<file path="config.mk">
export PLATFORM = sky130hd
export DESIGN_NAME = ldfmt_top
export DESIGN_NICKNAME = d
export VERILOG_FILES = /design/src/rtl/ldfmt_pkg.sv /design/src/rtl/ldfmt_endian_cfg.sv /design/src/rtl/ldfmt_lane_sel.sv /design/src/rtl/ldfmt_extend.sv /design/src/rtl/ldfmt_merge.sv /design/src/rtl/ldfmt_top.sv
export SDC_FILE = /design/constraint.sdc
export NUM_CORES = 1
export LEC_CHECK = 0
export BUFFER_PORTS_ARGS = -buffer_cell sky130_fd_sc_hd__clkbuf_2
export CORE_MARGIN = 5
export CORE_UTILIZATION = 45
export CTS_CLUSTER_SIZE = 14
export DETAILED_ROUTE_END_ITERATION = 16
export PLACE_DENSITY = 0.73
export SLEW_MARGIN = 15
export SYNTH_ARGS = -nofsm -noshare
export SYNTH_HDL_FRONTEND = slang
export SYNTH_SLANG_ARGS = --single-unit
</file>
<file path="constraint.sdc">
create_clock -name clk -period 4.6 [get_ports clk]
set_input_delay 0.46 -clock clk [delete_from_list [all_inputs] [get_ports clk]]
set_output_delay 0.46 -clock clk [all_outputs]
set_load 0.05 [all_outputs]
</file>
<file path="src/rtl/ldfmt_pkg.sv">
package ldfmt_pkg;
  typedef enum logic [2:0] {
    LK_BYTE_S  = 3'd0,
    LK_BYTE_U  = 3'd1,
    LK_HALF_S  = 3'd2,
    LK_HALF_U  = 3'd3,
    LK_WORD    = 3'd4,
    LK_LEFT    = 3'd5,
    LK_RIGHT   = 3'd6,
    LK_UNUSED  = 3'd7
  } ld_kind_e;
endpackage

</file>
<file path="src/rtl/ldfmt_endian_cfg.sv">
module ldfmt_endian_cfg (
  input  logic clk,
  input  logic rst_n,
  input  logic strap_i,
  output logic big_endian_o,
  output logic armed_o
);
  logic be_q, be_d;
  logic armed_q, armed_d;
  logic cap_en;

  assign cap_en = armed_q;

  always_comb begin
    be_d    = be_q;
    armed_d = armed_q;
    if (cap_en) begin
      be_d    = strap_i;
      armed_d = 1'b0;
    end
  end

  always_ff @(posedge clk or negedge rst_n) begin
    if (!rst_n) begin
      be_q    <= 1'b1;
      armed_q <= 1'b1;
    end else if (cap_en) begin
      be_q    <= be_d;
      armed_q <= armed_d;
    end
  end

  assign big_endian_o = be_q;
  assign armed_o      = armed_q;
endmodule

</file>
<file path="src/rtl/ldfmt_lane_sel.sv">
module ldfmt_lane_sel #(
  parameter int NB  = 4,
  parameter int AW  = $clog2(NB)
) (
  input  logic          big_endian_i,
  input  logic [AW-1:0] offset_i,
  output logic [AW-1:0] lane_o,
  output logic [AW-1:0] merge_off_o
);
  localparam logic [AW-1:0] LAST = AW'(NB - 1);

  always_comb begin
    if (big_endian_i) begin
      lane_o      = LAST - offset_i;
      merge_off_o = offset_i;
    end else begin
      lane_o      = offset_i;
      merge_off_o = LAST - offset_i;
    end
  end
endmodule

</file>
<file path="src/rtl/ldfmt_extend.sv">
module ldfmt_extend
  import ldfmt_pkg::*;
#(
  parameter int DATA_W = 32,
  parameter int NB     = DATA_W / 8,
  parameter int AW     = $clog2(NB)
) (
  input  ld_kind_e          kind_i,
  input  logic [AW-1:0]     offset_i,
  input  logic [AW-1:0]     lane_i,
  input  logic [DATA_W-1:0] mem_i,
  output logic [DATA_W-1:0] value_o,
  output logic              misalign_o
);
  localparam int HALF_W = DATA_W / 2;
  localparam int HW     = 16;

  logic [7:0]    byte_v;
  logic [HW-1:0] half_v;
  int            hidx;

  always_comb begin
    hidx   = int'(lane_i) / 2;
    byte_v = mem_i[int'(lane_i)*8 +: 8];
    half_v = mem_i[hidx*HW +: HW];
    value_o    = mem_i;
    misalign_o = 1'b0;
    unique case (kind_i)
      LK_BYTE_S: value_o = {{(DATA_W-8){byte_v[7]}}, byte_v};
      LK_BYTE_U: value_o = {{(DATA_W-8){1'b0}}, byte_v};
      LK_HALF_S: begin
        value_o    = {{(DATA_W-HW){half_v[HW-1]}}, half_v};
        misalign_o = offset_i[0];
      end
      LK_HALF_U: begin
        value_o    = {{(DATA_W-HW){1'b0}}, half_v};
        misalign_o = offset_i[0];
      end
      LK_WORD: begin
        value_o    = mem_i;
        misalign_o = (offset_i != '0);
      end
      default: begin
        value_o    = mem_i;
        misalign_o = 1'b0;
      end
    endcase
  end

  logic unused_w;
  assign unused_w = (HALF_W == 0);
endmodule

</file>
<file path="src/rtl/ldfmt_merge.sv">
module ldfmt_merge #(
  parameter int DATA_W = 32,
  parameter int NB     = DATA_W / 8,
  parameter int AW     = $clog2(NB)
) (
  input  logic [AW-1:0]     merge_off_i,
  input  logic [DATA_W-1:0] mem_i,
  input  logic [DATA_W-1:0] old_i,
  output logic [DATA_W-1:0] left_o,
  output logic [DATA_W-1:0] right_o
);
  int e;
  assign e = int'(merge_off_i);

  for (genvar i = 0; i < NB; i++) begin : g_lane
    always_comb begin
      if (i >= e) left_o[i*8 +: 8] = mem_i[(i-e)*8 +: 8];
      else        left_o[i*8 +: 8] = old_i[i*8 +: 8];
      if (i <= e) right_o[i*8 +: 8] = mem_i[(i+NB-1-e)*8 +: 8];
      else        right_o[i*8 +: 8] = old_i[i*8 +: 8];
    end
  end
endmodule

</file>
<file path="src/rtl/ldfmt_top.sv">
module ldfmt_top
  import ldfmt_pkg::*;
#(
  parameter int DATA_W = 32,
  parameter int NB     = DATA_W / 8,
  parameter int AW     = $clog2(NB)
) (
  input  logic              clk,
  input  logic              rst_n,
  input  logic              endian_strap_i,
  input  logic [2:0]        ld_kind_i,
  input  logic [AW-1:0]     addr_lo_i,
  input  logic [DATA_W-1:0] mem_word_i,
  input  logic [DATA_W-1:0] reg_old_i,
  output logic [DATA_W-1:0] result_o,
  output logic              addr_err_o
);
  ld_kind_e          kind;
  logic              big_endian;
  logic              cfg_armed;
  logic [AW-1:0]     lane;
  logic [AW-1:0]     merge_off;
  logic [DATA_W-1:0] ext_val;
  logic              ext_err;
  logic [DATA_W-1:0] left_val;
  logic [DATA_W-1:0] right_val;

  assign kind = ld_kind_e'(ld_kind_i);

  ldfmt_endian_cfg cfg_i (
    .clk          (clk),
    .rst_n        (rst_n),
    .strap_i      (endian_strap_i),
    .big_endian_o (big_endian),
    .armed_o      (cfg_armed)
  );

  ldfmt_lane_sel #(.NB(NB), .AW(AW)) lane_i (
    .big_endian_i (big_endian),
    .offset_i     (addr_lo_i),
    .lane_o       (lane),
    .merge_off_o  (merge_off)
  );

  ldfmt_extend #(.DATA_W(DATA_W), .NB(NB), .AW(AW)) ext_i (
    .kind_i     (kind),
    .offset_i   (addr_lo_i),
    .lane_i     (lane),
    .mem_i      (mem_word_i),
    .value_o    (ext_val),
    .misalign_o (ext_err)
  );

  ldfmt_merge #(.DATA_W(DATA_W), .NB(NB), .AW(AW)) mrg_i (
    .merge_off_i (merge_off),
    .mem_i       (mem_word_i),
    .old_i       (reg_old_i),
    .left_o      (left_val),
    .right_o     (right_val)
  );

  always_comb begin
    addr_err_o = 1'b0;
    unique case (kind)
      LK_LEFT:   result_o = left_val;
      LK_RIGHT:  result_o = right_val;
      LK_UNUSED: result_o = reg_old_i;
      default: begin
        addr_err_o = ext_err;
        result_o   = ext_err ? reg_old_i : ext_val;
      end
    endcase
  end
endmodule

</file>
=== Yosys cells after proc, flatten, opt, wreduce, memory -nomap -nowiden ===
Index checks and enable logic that the tools add are counted.

* Add/sub/neg operators: 8
* Multiply operators: 0
* Divide/modulo/power cells: 0
* Order comparisons: 8
* Equality and inequality tests: 7
* Shift operators: 9
* Muxes and demuxes: 15
* Bitwise gates (word level): 0
* Reduce and logical (&&, ||, !) cells: 4

{| class="wikitable"
|+ Operators with widths
! kind !! count
|-
| 32-bit by 32-bit variable part select with 8-bit output || 7
|-
| 32-bit one-hot mux with 4 select lines || 1
|-
| 32-bit one-hot mux with 3 select lines || 1
|-
| 8-bit two-way mux || 8
|-
| 32-bit two-way mux || 1
|-
| 32-bit by 6-bit variable part select with 16-bit output || 1
|-
| 32-bit by 6-bit variable part select with 8-bit output || 1
|-
| 3-bit == test, second input constant || 4
|-
| 3-bit by 2-bit subtractor with 4-bit output, first input constant || 3
|-
| 3-bit by 2-bit == test with 1-bit output, second input constant || 2
|-
| 1-bit by 2-bit subtractor with 3-bit output, first input constant || 2
|-
| 2-bit by 2-bit subtractor with 3-bit output, first input constant || 2
|-
| 1-bit by 2-bit greater-or-equal comparator with 1-bit output, first input constant || 2
|-
| 2-bit greater-or-equal comparator, first input constant || 2
|-
| 1-bit by 2-bit <= comparator with 1-bit output, first input constant || 2
|-
| 2-bit <= comparator, first input constant || 2
|-
| 2-bit two-way mux || 2
|-
| 3-bit by 1-bit == test with 1-bit output, second input constant || 1
|-
| 3-bit logical NOT || 1
|-
| 3-bit OR reduction || 1
|-
| 1-bit one-hot mux with 2 select lines || 1
|-
| 2-bit nonzero test || 1
|-
| 2-bit OR reduction || 1
|-
| 2-bit subtractor, first input constant || 1
|-
| 1-bit two-way mux || 1
|}

* Bits in registers: 2
* Bits in latches: 0
* Memory bits (writable): 0
* Bits in read-only memories: 0
* Input bits: 72
* Output and inout port bits: 33
* Memories kept: 0

=== Logic depth before layout (Yosys ltp) ===
* Depth in word-level cells: 6
* Gate-level depth with buffers: 12
* Mapped depth without buffers: 8

=== Cells and area by module ===
A second synthesis with hierarchy kept.

* Cells, all modules: 483
* Area total of the unflattened synthesis: 4,022.6 um2

{| class="wikitable"
|+ By module, submodules not included
! module !! instances !! cells an instance !! area an instance (um2)
|-
| ldfmt_top || 1 || 225 || 1,813.0
|-
| ldfmt_merge || 1 || 131 || 1,377.6
|-
| ldfmt_extend || 1 || 119 || 725.7
|-
| ldfmt_endian_cfg || 1 || 4 || 71.3
|-
| ldfmt_lane_sel || 1 || 4 || 35.0
|}

=== Worst setup path after synthesis ===
OpenSTA, ideal clock, no wires.

* Path type: reg-to-output
* Start: register cfg_i.be_q, in the netlist cfg_i.big_endian_o
* End: output result_o[0]
* Arrival: 3.725 ns
* Slack: 0.415 ns
* Stages on the path, launching flop included: 13
* Cell sequence: dfstp_2 buf_6 xor2_4 clkinv_1 buf_2 clkbuf_1 ha_1 clkbuf_1 buf_1 mux2i_1 nand2_1 o21ai_0 o221ai_1

* Word-level cells in the longest chain between the ends: 5
* Elaborated cells between the ends (all ways): 15
* Those cells by class: add/sub (2); order compare (2); shift (4); mux (7)

{| class="wikitable"
|+ Ends and longest elaborated chain
! what !! line !! RTL
|-
| start: declaration || ldfmt_endian_cfg.sv:8 || <nowiki>logic be_q, be_d;</nowiki>
|-
| start signal: assignment || ldfmt_endian_cfg.sv:25 || <nowiki>be_q <= 1'b1;</nowiki>
|-
| start signal: assignment || ldfmt_endian_cfg.sv:28 || <nowiki>be_q <= be_d;</nowiki>
|-
| 2-bit two-way mux || ldfmt_lane_sel.sv:13 || <nowiki>if (big_endian_i) begin</nowiki>
|-
| 2-bit by 2-bit subtractor with 3-bit output (tied with other cells) || ldfmt_merge.sv:19 || <nowiki>if (i <= e) right_o[i*8 +: 8] = mem_i[(i+NB-1-e)*8 +: 8];</nowiki>
|-
| 32-bit by 32-bit variable part select with 8-bit output (tied with other cells) || ldfmt_merge.sv:19 ||
|-
| 8-bit two-way mux (tied with other cells) || ldfmt_merge.sv:19 ||
|-
| 32-bit one-hot mux with 3 select lines * || ldfmt_top.sv:64 || <nowiki>unique case (kind)</nowiki>
|-
| end: declaration || ldfmt_top.sv:15 || <nowiki>output logic [DATA_W-1:0] result_o,</nowiki>
|}

Mark *: on every way between the ends. The rest lies on a longest branch, timed or not.

=== Worst setup path after layout ===
* Start: register cfg_i.be_q, in the netlist cfg_i.big_endian_o
* End: output result_o[10]

* Word-level cells in the longest chain between the ends: 5
* Elaborated cells between the ends (all ways): 15
* Those cells by class: add/sub (2); order compare (2); shift (4); mux (7)

{| class="wikitable"
|+ Ends and longest elaborated chain
! what !! line
|-
| 2-bit two-way mux || ldfmt_lane_sel.sv:13
|-
| 3-bit by 2-bit subtractor with 4-bit output (tied with other cells) || ldfmt_merge.sv:19
|-
| 32-bit by 32-bit variable part select with 8-bit output (tied with other cells) || ldfmt_merge.sv:19
|-
| 8-bit two-way mux (tied with other cells) || ldfmt_merge.sv:19
|-
| 32-bit one-hot mux with 3 select lines * || ldfmt_top.sv:64
|}

Marked as above.

==> results.ini <==
[outcome]
status=complete, no violations

[synth]
synthTopCellsByCount=78 x nand2_1, 48 x a21oi_1, 47 x o21ai_0
synth_cells=482
synth-edff-count=0
synth_top_cell_area_share_pct=9.42
yosysSeqAreaShare_pct=1.69
postSynthAreaPerCell_sq_um=6.45
async_flop_share_pct=100
syn_nets=555
ys_top_cells_by_area=nand2_1 9.4%, mux2i_1 8.7%, mux4_2 8.0%
ys_ff_latch=2
synth.distinct_cells=63
synth-main-ff-cell=dfstp_2
yosysWarnings=0
synth_top_area_cell=nand2_1
yosysMostFrequentCell=nand2_1
syn_area_sq_um=3110

[setup_path]
end_kind=output pin
critPathLaunchType=flop
path_class=reg -> out
critical_path_required_ns=4.14
worstPathArrival_ns=3.75
crit_fanout=26

[clock_tree]
path_clk_slew_ns=0.03
cts_made_buffers=3
cts_tree=built
cts_sinks=2
cts.repair.resized=0
clock-root-buffer=clkbuf_8
clockBufferDepth=2
ctsHtreeMaxLevel=1
cts_hold_buf=0
cts_setup_buffers=0
clock_latency_ns=0.21

[sta]
clock.fmax_ghz=0.238
final.setup.tns_ns=0
setup_viol=0
hold_violations=0
min_period_over_period_pct=91.5
min_period_ns=4.21
skew_ns=0.000388
maxSlewViolCount=0
tightest_slew_ns=1.11
maxSlewHeadroom_pct=25.6
rsz0062_at_grt=no

[detailed_routing]
drc_errors=0
vias_per_cell=6.94
final_antenna_net_count=0
wl_per_cell_um=21.9
vias=4419
dr.pass1.iters=6
routed_wl_mm=13.9
drtIter0Drc=572

[layout]
insertedDiodeCount=0
multi_input_area_sq_um=2800
seqCellArea_sq_um=52.6
nFillCells=674
fin_cells=637
nNetsFinal=632
drive_above_1_share_pct=26.4
area_delta_synth_final_pct=22.7

[global_route]
grt_max_degree=34
grt_pass1_wl_mm=21.8
overflow=0
antenna_found_initial=0
grt_usage_pct=31.0
grt_pass1_vias=4142

[place]
io_buffers=104
hpwl_mm=10.4
dp_cells=634
gp_congestion=1.00

[worst_hold_path]
hold_class=in -> async

[floorplanning]
coreArea_sq_um=6760
die_x_um=93.1
die-area_sq_um=8670
fp-row-count=30
start_util_pct=46.0
ioPinCount=105
die_h_um=93.1

[pwr]
ir_worst_vdd_uv=173
p_leak_nw=1.66
power_density_nw_per_um2=238
power_mw=0.908

[run]
cap_violations=0

worst max-delay path: stages (launching register included):
cell	delay, ns
dfstp_2	0.88
xor2_4	0.50
inv_2	0.19
ha_1	0.83
mux4_2	0.41
a222oi_1	0.20
o21ai_0	0.21
clkbuf_2	0.29
per-stage QoR:
stage / hold WS (ns) / setup slack, ns / area, sq um / utilization [%]
6_report: 0.196 / 0.393 / 3810 / 56.4
5_1_grt: 0.186 / 0.218 / 3810 / 56.4
4_1_cts: 0.193 / 0.505 / 3810 / 56.4
3_5_place_dp: 0.414 / 0.717 / 3770 / 55.8
3_3_place_gp: 0.414 / 0.789 / 3770 / 55.8
2_1_floorplan: 0.312 / 0.415 / 3110 / -
logic make-up after synthesis:
| family | count (synthesis) | synth area share, % |
|---|---|---|
| adders and majority gates | 1 | 0.402 |
| buffers and inverters | 65 | 8.41 |
| muxes | 43 | 18.5 |
| xor gates and xnor gates | 3 | 2.05 |
| other | 1 | 0.121 |
| and+or+nand+nor | 169 | 25.5 |
| AOI/OAI and AO/OA | 198 | 43.3 |
| DFF | 2 | 1.69 |
routing by layer:
layer / part of all wire (%) / vias up / global-route usage [%]
met3: 12 / 31 / 5.87
met5: 0 / - / 0
met4: 1.7 / 0 / 8.18
met1: 40 / 2033 / 42.8
li1: - / 2017 / -
met2: 46 / 338 / 49.4
layout by cell type, fill, tap and decap left out, types with 6 or more instances in the layout:
cell,count
clkbuf_2,96
buf_12,8
o2111ai_1,6
o221ai_1,9
nor2_1,26
a222oi_1,6
nand2b_1,9
o22ai_1,6
nand2_1,78
a211o_1,6
a2111oi_0,9
inv_1,15
nand3_1,19
o21ai_0,46
mux2i_1,27
o211ai_1,10
a21oi_1,48
buf_4,16
mux4_2,11
final timing paths:
kind,from,to,slack [ns],depth (start not counted)
max,cfg_i.big_endian_o$_DFFE_PN1P_,result_o[10],0.39,7
min reg2reg,cfg_i.armed_o$_DFF_PN1_,cfg_i.big_endian_o$_DFFE_PN1P_,0.59,1
min in group clk,endian_strap_i,cfg_i.big_endian_o$_DFFE_PN1P_,0.49,2
min,rst_n,cfg_i.armed_o$_DFF_PN1_,0.20,1
max reg2reg,cfg_i.big_endian_o$_DFFE_PN1P_,cfg_i.big_endian_o$_DFFE_PN1P_,3.40,1
max in group asynchronous,rst_n,cfg_i.big_endian_o$_DFFE_PN1P_,4.38,1
state kept, by name, indices dropped and copies added (netlist names):
name and count:
cfg_i.armed_o 1, cfg_i.big_endian_o 1
power by group:
group | switching (mW) | internal, mW
logic | 0.527 | 0.284
clock network | 0.0132 | 0.0553
registers | 0.00826 | 0.0203
cell type report:
cell class	count	area share [%]
clock buffers	3	1.08
well taps	80	2.62
multi-input cells	415	73.3
flip-flops and latches	2	1.38
repair buffers	120	19.9
inverters	17	1.67
No activity file was read; power rests on OpenSTA's default activity.
